### config.mk
export PLATFORM = sky130hd
export DESIGN_NAME = spi_regif
export DESIGN_NICKNAME = d
export VERILOG_FILES = /design/src/rtl/spi_regif_pkg.sv /design/src/rtl/spi_sync_edge.sv /design/src/rtl/spi_frame.sv /design/src/rtl/spi_reg_bank.sv /design/src/rtl/spi_regif.sv
export SDC_FILE = /design/constraint.sdc
export NUM_CORES = 1
export LEC_CHECK = 0
export CORE_MARGIN = 2
export CORE_UTILIZATION = 35
export CTS_CLUSTER_DIAMETER = 50
export DETAILED_ROUTE_END_ITERATION = 8
export MAX_ROUTING_LAYER = met4
export SYNTH_ARGS = -nofsm -noshare
export SYNTH_HDL_FRONTEND = slang
export SYNTH_SLANG_ARGS = --single-unit
export TNS_END_PERCENT = 50
### constraint.sdc
create_clock -name clk_i -period 2.9 [get_ports clk_i]
set_clock_uncertainty 0.15 [all_clocks]
set_input_delay 0.29 -clock clk_i [delete_from_list [all_inputs] [get_ports clk_i]]
set_output_delay 0.29 -clock clk_i [all_outputs]
set_load 0.05 [all_outputs]
### src/rtl/spi_regif_pkg.sv
package spi_regif_pkg;
  localparam int DATA_W   = 8;
  localparam int ADDR_W   = 5;
  localparam int NUM_REGS = 21;
  localparam int GPIN_W   = 4;
  localparam int ACK_REG  = 9;
  localparam int ACK_BIT  = 0;
  localparam int CFG_REG  = 17;
  localparam int MODE_BIT = 4;
  localparam int GPIO_REG = 20;
  localparam int CNT_W    = $clog2(DATA_W);
endpackage

### src/rtl/spi_sync_edge.sv
module spi_sync_edge #(
  parameter int STAGES = 2
) (
  input  logic clk_i,
  input  logic rst_ni,
  input  logic sclk_i,
  input  logic ss_ni,
  input  logic mosi_i,
  output logic sel_o,
  output logic start_o,
  output logic rise_o,
  output logic fall_o,
  output logic mosi_o
);
  localparam logic [2:0] IDLE = 3'b010; // {mosi, ss_n, sclk}

  logic [2:0] stg_q [STAGES];
  logic       sclk_prev_q, sel_prev_q;

  for (genvar i = 0; i < STAGES; i++) begin : g_stage
    always_ff @(posedge clk_i or negedge rst_ni) begin
      if (!rst_ni) stg_q[i] <= IDLE;
      else if (i == 0) stg_q[i] <= {mosi_i, ss_ni, sclk_i};
      else stg_q[i] <= stg_q[(i == 0) ? 0 : i-1];
    end
  end

  logic sclk_s, sel_s;
  assign sclk_s = stg_q[STAGES-1][0];
  assign sel_s  = ~stg_q[STAGES-1][1];
  assign mosi_o = stg_q[STAGES-1][2];

  always_ff @(posedge clk_i or negedge rst_ni) begin
    if (!rst_ni) begin
      sclk_prev_q <= 1'b0;
      sel_prev_q  <= 1'b0;
    end else begin
      sclk_prev_q <= sclk_s;
      sel_prev_q  <= sel_s;
    end
  end

  assign sel_o   = sel_s;
  assign start_o = sel_s & ~sel_prev_q;
  assign rise_o  = sel_s & sclk_s & ~sclk_prev_q;
  assign fall_o  = sel_s & ~sclk_s & sclk_prev_q;
endmodule

### src/rtl/spi_frame.sv
module spi_frame
  import spi_regif_pkg::*;
(
  input  logic              clk_i,
  input  logic              rst_ni,
  input  logic              sel_i,
  input  logic              start_i,
  input  logic              rise_i,
  input  logic              fall_i,
  input  logic              mosi_i,
  input  logic [DATA_W-1:0] status_i,
  input  logic [DATA_W-1:0] rdata_i,
  output logic [ADDR_W-1:0] addr_o,
  output logic              wr_o,
  output logic [DATA_W-1:0] wdata_o,
  output logic              ack_set_o,
  output logic              cmd_done_o,
  output logic              dir_wr_o,
  output logic              out_bit_o
);
  localparam logic [CNT_W-1:0] LAST = CNT_W'(DATA_W-1);

  logic [DATA_W-1:0] sh_q, out_q, nb;
  logic [CNT_W-1:0]  cnt_q;
  logic              ld_q;

  assign nb = {sh_q[DATA_W-2:0], mosi_i};

  always_ff @(posedge clk_i or negedge rst_ni) begin
    if (!rst_ni) begin
      sh_q       <= '0;
      out_q      <= '0;
      cnt_q      <= '0;
      ld_q       <= 1'b0;
      addr_o     <= '0;
      wr_o       <= 1'b0;
      wdata_o    <= '0;
      ack_set_o  <= 1'b0;
      cmd_done_o <= 1'b0;
      dir_wr_o   <= 1'b0;
    end else begin
      wr_o      <= 1'b0;
      ack_set_o <= 1'b0;
      ld_q      <= 1'b0;
      if (ld_q) out_q <= rdata_i;
      if (!sel_i) begin
        cnt_q      <= '0;
        cmd_done_o <= 1'b0;
        dir_wr_o   <= 1'b0;
      end else if (start_i) begin
        out_q <= status_i;
      end else if (rise_i) begin
        sh_q  <= nb;
        cnt_q <= CNT_W'(cnt_q + 1'b1);
        if (cnt_q == LAST) begin
          ld_q <= 1'b1;
          if (!cmd_done_o) begin
            addr_o     <= nb[DATA_W-1 -: ADDR_W];
            dir_wr_o   <= nb[1];
            ack_set_o  <= nb[0];
            cmd_done_o <= 1'b1;
          end else if (dir_wr_o) begin
            wr_o    <= 1'b1;
            wdata_o <= nb;
          end
        end
      end else if (fall_i && cnt_q != '0) begin
        // hold MSB across the byte boundary fall
        out_q <= {out_q[DATA_W-2:0], 1'b0};
      end
    end
  end

  assign out_bit_o = out_q[DATA_W-1];
endmodule

### src/rtl/spi_reg_bank.sv
module spi_reg_bank
  import spi_regif_pkg::*;
(
  input  logic                       clk_i,
  input  logic                       rst_ni,
  input  logic                       sel_i,
  input  logic                       wr_i,
  input  logic [ADDR_W-1:0]          addr_i,
  input  logic [DATA_W-1:0]          wdata_i,
  input  logic                       ack_set_i,
  input  logic [GPIN_W-1:0]          gpin_i,
  output logic [DATA_W-1:0]          rdata_o,
  output logic [NUM_REGS*DATA_W-1:0] regs_o,
  output logic                       fdx_o
);
  localparam int LO_W = DATA_W - GPIN_W;

  logic [DATA_W-1:0] view [NUM_REGS];

  for (genvar i = 0; i < NUM_REGS; i++) begin : g_reg
    logic hit;
    assign hit = wr_i && (addr_i == ADDR_W'(i));
    if (i == GPIO_REG) begin : g_gpio
      logic [LO_W-1:0] lo_q;
      always_ff @(posedge clk_i or negedge rst_ni) begin
        if (!rst_ni) lo_q <= '0;
        else if (hit) lo_q <= wdata_i[LO_W-1:0];
      end
      assign view[i] = {gpin_i, lo_q};
    end else if (i == ACK_REG) begin : g_ack
      logic [DATA_W-1:0] q;
      always_ff @(posedge clk_i or negedge rst_ni) begin
        if (!rst_ni) q <= '0;
        else if (hit) q <= wdata_i;
        else if (ack_set_i) q[ACK_BIT] <= 1'b1;
      end
      assign view[i] = q;
    end else begin : g_plain
      logic [DATA_W-1:0] q;
      always_ff @(posedge clk_i or negedge rst_ni) begin
        if (!rst_ni) q <= '0;
        else if (hit) q <= wdata_i;
      end
      assign view[i] = q;
    end
    assign regs_o[i*DATA_W +: DATA_W] = view[i];
  end

  always_comb begin
    rdata_o = '0;
    if (addr_i < ADDR_W'(NUM_REGS)) rdata_o = view[addr_i];
  end

  // mode only follows the config bit while deselected
  always_ff @(posedge clk_i or negedge rst_ni) begin
    if (!rst_ni) fdx_o <= 1'b0;
    else if (!sel_i) fdx_o <= view[CFG_REG][MODE_BIT];
  end
endmodule

### src/rtl/spi_regif.sv
module spi_regif
  import spi_regif_pkg::*;
#(
  parameter int SYNC_STAGES = 2
) (
  input  logic                       clk_i,
  input  logic                       rst_ni,
  input  logic                       sclk_i,
  input  logic                       ss_ni,
  input  logic                       mosi_i,
  output logic                       mosi_o,
  output logic                       mosi_oe_o,
  output logic                       miso_o,
  output logic                       miso_oe_o,
  input  logic [DATA_W-1:0]          irq_i,
  input  logic [GPIN_W-1:0]          gpin_i,
  output logic [NUM_REGS*DATA_W-1:0] regs_o
);
  logic sel, start, rise, fall, mosi_s;
  logic [ADDR_W-1:0] addr;
  logic [DATA_W-1:0] wdata, rdata;
  logic wr, ack_set, cmd_done, dir_wr, out_bit, fdx;

  spi_sync_edge #(.STAGES(SYNC_STAGES)) u_sync (
    .clk_i, .rst_ni, .sclk_i, .ss_ni, .mosi_i,
    .sel_o(sel), .start_o(start), .rise_o(rise), .fall_o(fall), .mosi_o(mosi_s)
  );

  spi_frame u_frame (
    .clk_i, .rst_ni,
    .sel_i(sel), .start_i(start), .rise_i(rise), .fall_i(fall), .mosi_i(mosi_s),
    .status_i(irq_i), .rdata_i(rdata),
    .addr_o(addr), .wr_o(wr), .wdata_o(wdata), .ack_set_o(ack_set),
    .cmd_done_o(cmd_done), .dir_wr_o(dir_wr), .out_bit_o(out_bit)
  );

  spi_reg_bank u_bank (
    .clk_i, .rst_ni, .sel_i(sel),
    .wr_i(wr), .addr_i(addr), .wdata_i(wdata), .ack_set_i(ack_set),
    .gpin_i, .rdata_o(rdata), .regs_o, .fdx_o(fdx)
  );

  assign miso_o    = out_bit;
  assign miso_oe_o = fdx & sel;
  assign mosi_o    = out_bit;
  assign mosi_oe_o = ~fdx & sel & cmd_done & ~dir_wr;
endmodule

# Word-level counts from Yosys, hierarchy flattened
# Cells that the tools add are included.
# totals
latchBits	0
elab_cells	152
register_bits	209
ram_bits	0
rom_bits	0
mem_count	0
# classes
magnitude_cmp	2
n_reduce_logical	33
n_bitwise	18
div_mod_pow	0
n_mul	0
mux	38
n_eq_ne	23
shifts	0
addsub	1
# op_table
cell	n
$mux 8	8
$bmux 8 s5	1
$eq 5x4->1 const B	8
$mux 1	26
$eq 5x5->1 const B	5
$logic_and 1x1->1	22
$eq 5x3->1 const B	4
$eq 5x2->1 const B	2
$and 1x1->1	9
$mux 3	3
$not 1->1	8
$ge 6x6->1 const B	1
$not 5->6	1
$reduce_and 3->1	2
$reduce_and 6->1	1
$reduce_bool 2->1	3
$eq 5x1->1 const B	1
$logic_not 5->1	1
$lt 5x5->1 const B	1
$reduce_and 5->1	1
$reduce_and 4->1	1
$add 3x1->3 const B	1
$eq 3x3->1 const B	1
$reduce_bool 3->1	1
other kinds (3)	3

# Depth between registers and ports, before layout
# depth
ltp_word	10
ltp_mapped	8
ltp_nobuf	7

# Cells and area by module
# Synthesis repeated with hierarchy kept, for this count alone.
# unflattened
hier_cells	640
area_unflattened_um2	9688.0
# by_module_without_submodules
module	cells_each	area_per_inst_um2	seq_area_each_um2	n_inst
spi_reg_bank	502	7752.4	4129.0	1
spi_frame	123	1672.9	900.9	1
spi_sync_edge	12	235.2	202.7	1
spi_regif	3	27.5	0.0	1

# Least setup slack after synthesis
# No wires, ideal clock.
# synth_timing
path_type	reg-to-output
startpoint	reg u_sync.stg_q[1] in the netlist's numbering
endpoint	out mosi_oe_o
path_stages_with_launch	5
t_arrival_ns	1.728
required_ns	2.460
setup_slack_ns	0.732
path_buffers	1
cell_sequence	dfstp_2 -> clkbuf_1 -> inv_1 -> nand2_1 -> nor3_1
# synth_via
elab_chain_cells	4
# synth_rtl
item	line_no	rtl
start, declared	spi_sync_edge.sv:17	logic [2:0] stg_q [STAGES];
start signal, assigned by index	spi_sync_edge.sv:23	else if (i == 0) stg_q[i] <= {mosi_i, ss_ni, sclk_i};
start signal, assigned by index	spi_sync_edge.sv:24	else stg_q[i] <= stg_q[(i == 0) ? 0 : i-1];
$not 1->1 (no line)	n/a	
named net sel	spi_regif.sv:19	logic sel, start, rise, fall, mosi_s;
$and 1x1->1 (3 in series)	spi_regif.sv:46	assign mosi_oe_o = ~fdx & sel & cmd_done & ~dir_wr;
end, declared	spi_regif.sv:12	output logic mosi_oe_o,
# The timed path passes the listed nets, and every way through them passes these cells.

# Worst setup path after layout
# layout_timing
startpoint	reg u_frame.addr_o[0]
endpoint	reg u_frame.out_q[0]
# layout_via
elab_chain_cells	10
# layout_rtl
item	line_no	rtl
start, declared	spi_frame.sv:13	output logic [ADDR_W-1:0] addr_o,
start signal, assigned	spi_frame.sv:58	addr_o <= nb[DATA_W-1 -: ADDR_W];
$not 5->6 (not written as such)	spi_reg_bank.sv:51	if (addr_i < ADDR_W'(NUM_REGS)) rdata_o = view[addr_i];
$bmux 8 s5	spi_reg_bank.sv:51	
$mux 8 (not written as such) (2 in series)	spi_reg_bank.sv:51	
$mux 8 (*)	spi_reg_bank.sv:51	
$mux 8 (*)	spi_frame.sv:45	if (ld_q) out_q <= rdata_i;
$mux 8	spi_frame.sv:67	end else if (fall_i && cnt_q != '0) begin
$mux 8	spi_frame.sv:52	end else if (rise_i) begin
$mux 8	spi_frame.sv:50	end else if (start_i) begin
$mux 8 (*)	spi_frame.sv:46	if (!sel_i) begin
end signal, assigned	spi_frame.sv:45	
end signal, assigned	spi_frame.sv:51	out_q <= status_i;
end signal, assigned	spi_frame.sv:69	out_q <= {out_q[DATA_W-2:0], 1'b0};
end, declared	spi_frame.sv:23	logic [DATA_W-1:0] sh_q, out_q, nb;
# Mark *: on every way between the ends. The rest lies on a longest branch, timed or not. The select of a mux whose other input is x is not followed.
# A chain may end at the register's enable or synchronous reset.

==> reports/metrics.csv <==
metric,value,unit
outcome,completed,
CTS buffer count,29,
Startpoint Class,register,
vias per cell,5.28,
Power Internal,5180,uW
Max-Cap Viols,0,
Switching Fraction,22.7,%
synthesized area per cell,14.0,sq um
"Max FO, Critical Path",24,
first-pass GRT wire length,43.6,mm
Netlist cell types,54,
Starting Density,35.7,%
period utilisation layout,91.0,%
WS Path Type,register to register,
setup TNS,0,ns
placer congestion estimate,0.897,
Skew-Pair Late Insertion Delay,0.54,ns
# IOs,189,
die width,170,um
yosys warns,0,
Remaining DRCs,0,
Root Driver,clkbuf_16,
CTS max path bufs,3,
CTS tree,yes,
"slowest stage delay, CP",0.65,ns
Comb pwr share,3.2,%
Static Leak,0.00571,uW
Setup crit end kind,register,
"EDFF count, synth",0,
Clock Power Share,51.9,%
crit path time final,2.64,ns
Reg power frac,45.0,%
area grow syn2layout,33.4,%
register area,5240,sq um
ys async rst share,100,%
layout cells sized above 1,31.7,%
Post-Syn Instances,688,
vias in the first global route,6739,
Synth area leaders,"dfrtp_1 54%, mux2_2 20%, mux4_2 5.4%",
slowest CP cell,or4b_1,
CP cell instances,"buf_12, or4b_1, o21ai_1, a21oi_1, a2111oi_0, a211o_1",
Synth top area share,53.8,%
Post-CTS Setup Inserts,0,
Buffers on Ports,188,
FILL cells,2412,
Avg WL per Cell,23.8,um
Multi-input gate area,4080,sq um
max-slew violation count,0,
data arrival time of the worst path,2.97,ns
max_slew headroom,31.0,%
Worst-Margin Slew,1.04,ns
Std-Cell Rows,60,
Synth area leader,dfrtp_1,
Net Sw Power,1520,uW
full die area,28800,sq um
"most common cell after layout, fill and taps aside",dfrtp_1,
number of synthesized register bits,209,
routed wire length,29.5,mm
Core ar.,27000,sq um
Peak VDD IR,305,uV
RSZ-0062 raised after global routing,false,
detailed-route via count,6542,
"Seq/Total Area, Yosys",54.4,%
largest net degree at the start of global routing,95,
Power per Cell Area,522,nW/um^2
f_max,0.379,GHz
Detail Route Antenna Nets,0,
GRT Residual Overflow,0,
Total GRT Usage,20.9,%
prevailing post-synth register cell,dfrtp_1,
Hold Fails Final Rpt,0,
DP Area,11900,sq um
H-tree Lvls,1,
mapped cell area,9630,sq um
fin nets,898,
ANT cells,0,
most frequent cells in the layout,"206 x dfrtp_1, 187 x clkdlybuf4s50_1, 170 x mux2_2",
Die Ht,170,um
count of final setup violators,0,
design area,12800,sq um
initial antenna violation count,0,
clock sink total,209,
drt pass-1 iters,4,
hold crit path type,primary input to register,
critical path required time,3.23,ns
clk slew on worst S/H paths,0.06,ns
initial DRC count,427,
post-synth net total,708,
Post-DP HPWL,20.4,mm
[cells by family (layout without fill, tap and decap cells)]
family / Yosys count / count (layout) / share of synthesized area, %
adders and majority gates: 3 / 3 / 0.390
muxes: 243 / 243 / 30.8
xor gates and xnor gates: 1 / 1 / 0.0910
DFF: 209 / 209 / 54.4
and+or+nand+nor: 107 / 107 / 6.25
buffers and inverters: 63 / 274 / 3.28
AOI/OAI and AO/OA: 62 / 62 / 4.86
[final timing paths]
check	start	endpoint	slack (ns)	cells past startpoint
max	u_frame.addr_o[0]$_DFFE_PN0P_	u_frame.out_q[0]$_DFF_PN0_	0.26	6
min	ss_ni	u_sync.stg_q[4]$_DFF_PN1_	0.02	1
max reg2reg	u_frame.addr_o[0]$_DFFE_PN0P_	u_frame.out_q[0]$_DFF_PN0_	0.26	6
min reg2reg	u_sync.stg_q[5]$_DFF_PN0_	u_sync.mosi_o$_DFF_PN0_	0.20	0
max in group asynchronous	rst_ni	u_bank.g_reg[11].g_plain.q[1]$_DFFE_PN0P_	1.56	3
min in group asynchronous	rst_ni	u_bank.g_reg[8].g_plain.q[1]$_DFFE_PN0P_	0.23	2
[synth_stat cells, types with 3 or more instances]
library cell and count:
dfrtp_1 207, mux2_2 170, mux2i_1 38, nor2_1 28, clkbuf_1 26, nand2_1 24, mux4_2 23, inv_1 14
o21ai_0 13, mux2_1 11, nor2b_1 10, o22ai_1 10, buf_2 9, buf_4 8, a211oi_1 7, a2111oi_2 5
a21oi_1 5, buf_6 5, nand2b_1 5, o22a_1 5, o32a_1 5, nand2_2 4, nand3b_1 4, nor2_2 4
nor3_1 4, or2_2 4, ha_1 3
[layer usage]
layer,share of wire [%],wire length [um],up-vias,GRT usage (%)
li1,-,-,2905,-
met1,46,13600,3354,29.4
met2,45,13300,230,31.2
met3,5.9,1740,53,3.77
met4,2.9,858,0,5.91
met5,0,0,-,-
[metrics by stage]
| step | worst slack, ns | hold slack [ns] | utilization (%) | total power, uW | instances |
|---|---|---|---|---|---|
| after floorplan | 0.732 | -0.156 | - | 3140 | 688 |
| after global placement | 0.392 | 0.185 | 44.1 | 3280 | 1187 |
| after detailed placement | 0.326 | 0.186 | 44.1 | 3280 | 1187 |
| after CTS | 0.260 | 0.0296 | 47.6 | 6740 | 1240 |
| after global routing | 0.149 | 0.0364 | 47.6 | 6890 | 1240 |
| final | 0.260 | 0.0245 | 47.6 | 6700 | 1240 |
[layout make-up]
cell class / instances / share of cell area, %
clock buffer: 39 / 6.26
clock inverter: 13 / 1.09
inverter: 14 / 0.409
multi-input combinational: 416 / 31.8
sequential: 209 / 40.8
tap: 341 / 3.32
timing repair buffer: 208 / 16.4
[sequential cells by signal, summed over array words and instances (netlist names)]
name                  flops
u_frame.cmd_done_o        1
u_frame.cnt_q             3
u_bank.g.g_gpio.lo_q      4
u_sync.sclk_s             1
u_bank.fdx_o              1
u_frame.ld_q              1
u_frame.wdata_o           8
u_sync.mosi_o             1
u_frame.addr_o            5
u_frame.ack_set_o         1
u_bank.g.g_plain.q      152
u_frame.dir_wr_o          1
u_frame.out_q             8
u_bank.g.g_ack.q          8
u_frame.wr_o              1
u_sync.sclk_prev_q        1
u_frame.sh_q              7
u_sync.sel_prev_q         1
u_sync.stg_q              4
[what timing repair did]
item	in CTS	in global routing
resized for setup	0	0
hold endpoints to repair	88	0
hold buffers	1	0
[power by group through the flow]
stage	Sequential, uW	Combinational (uW)	Clock, uW
final	3010	212	3480
after CTS	3010	217	3510
after global placement	3060	213	0
after detailed placement	3060	214	0
after floorplan	3050	92.9	0
after global routing	3020	235	3640
[worst max-delay path: cells and delay by family, from the launching register on]
| family | cells | cell delay, ns |
|---|---|---|
| AOI/OAI and AO/OA | 4 | 0.97 |
| buffers and inverters | 1 | 0.23 |
| DFF | 1 | 0.59 |
| and+or+nand+nor | 1 | 0.65 |
Power figures use the tool's default switching activity.
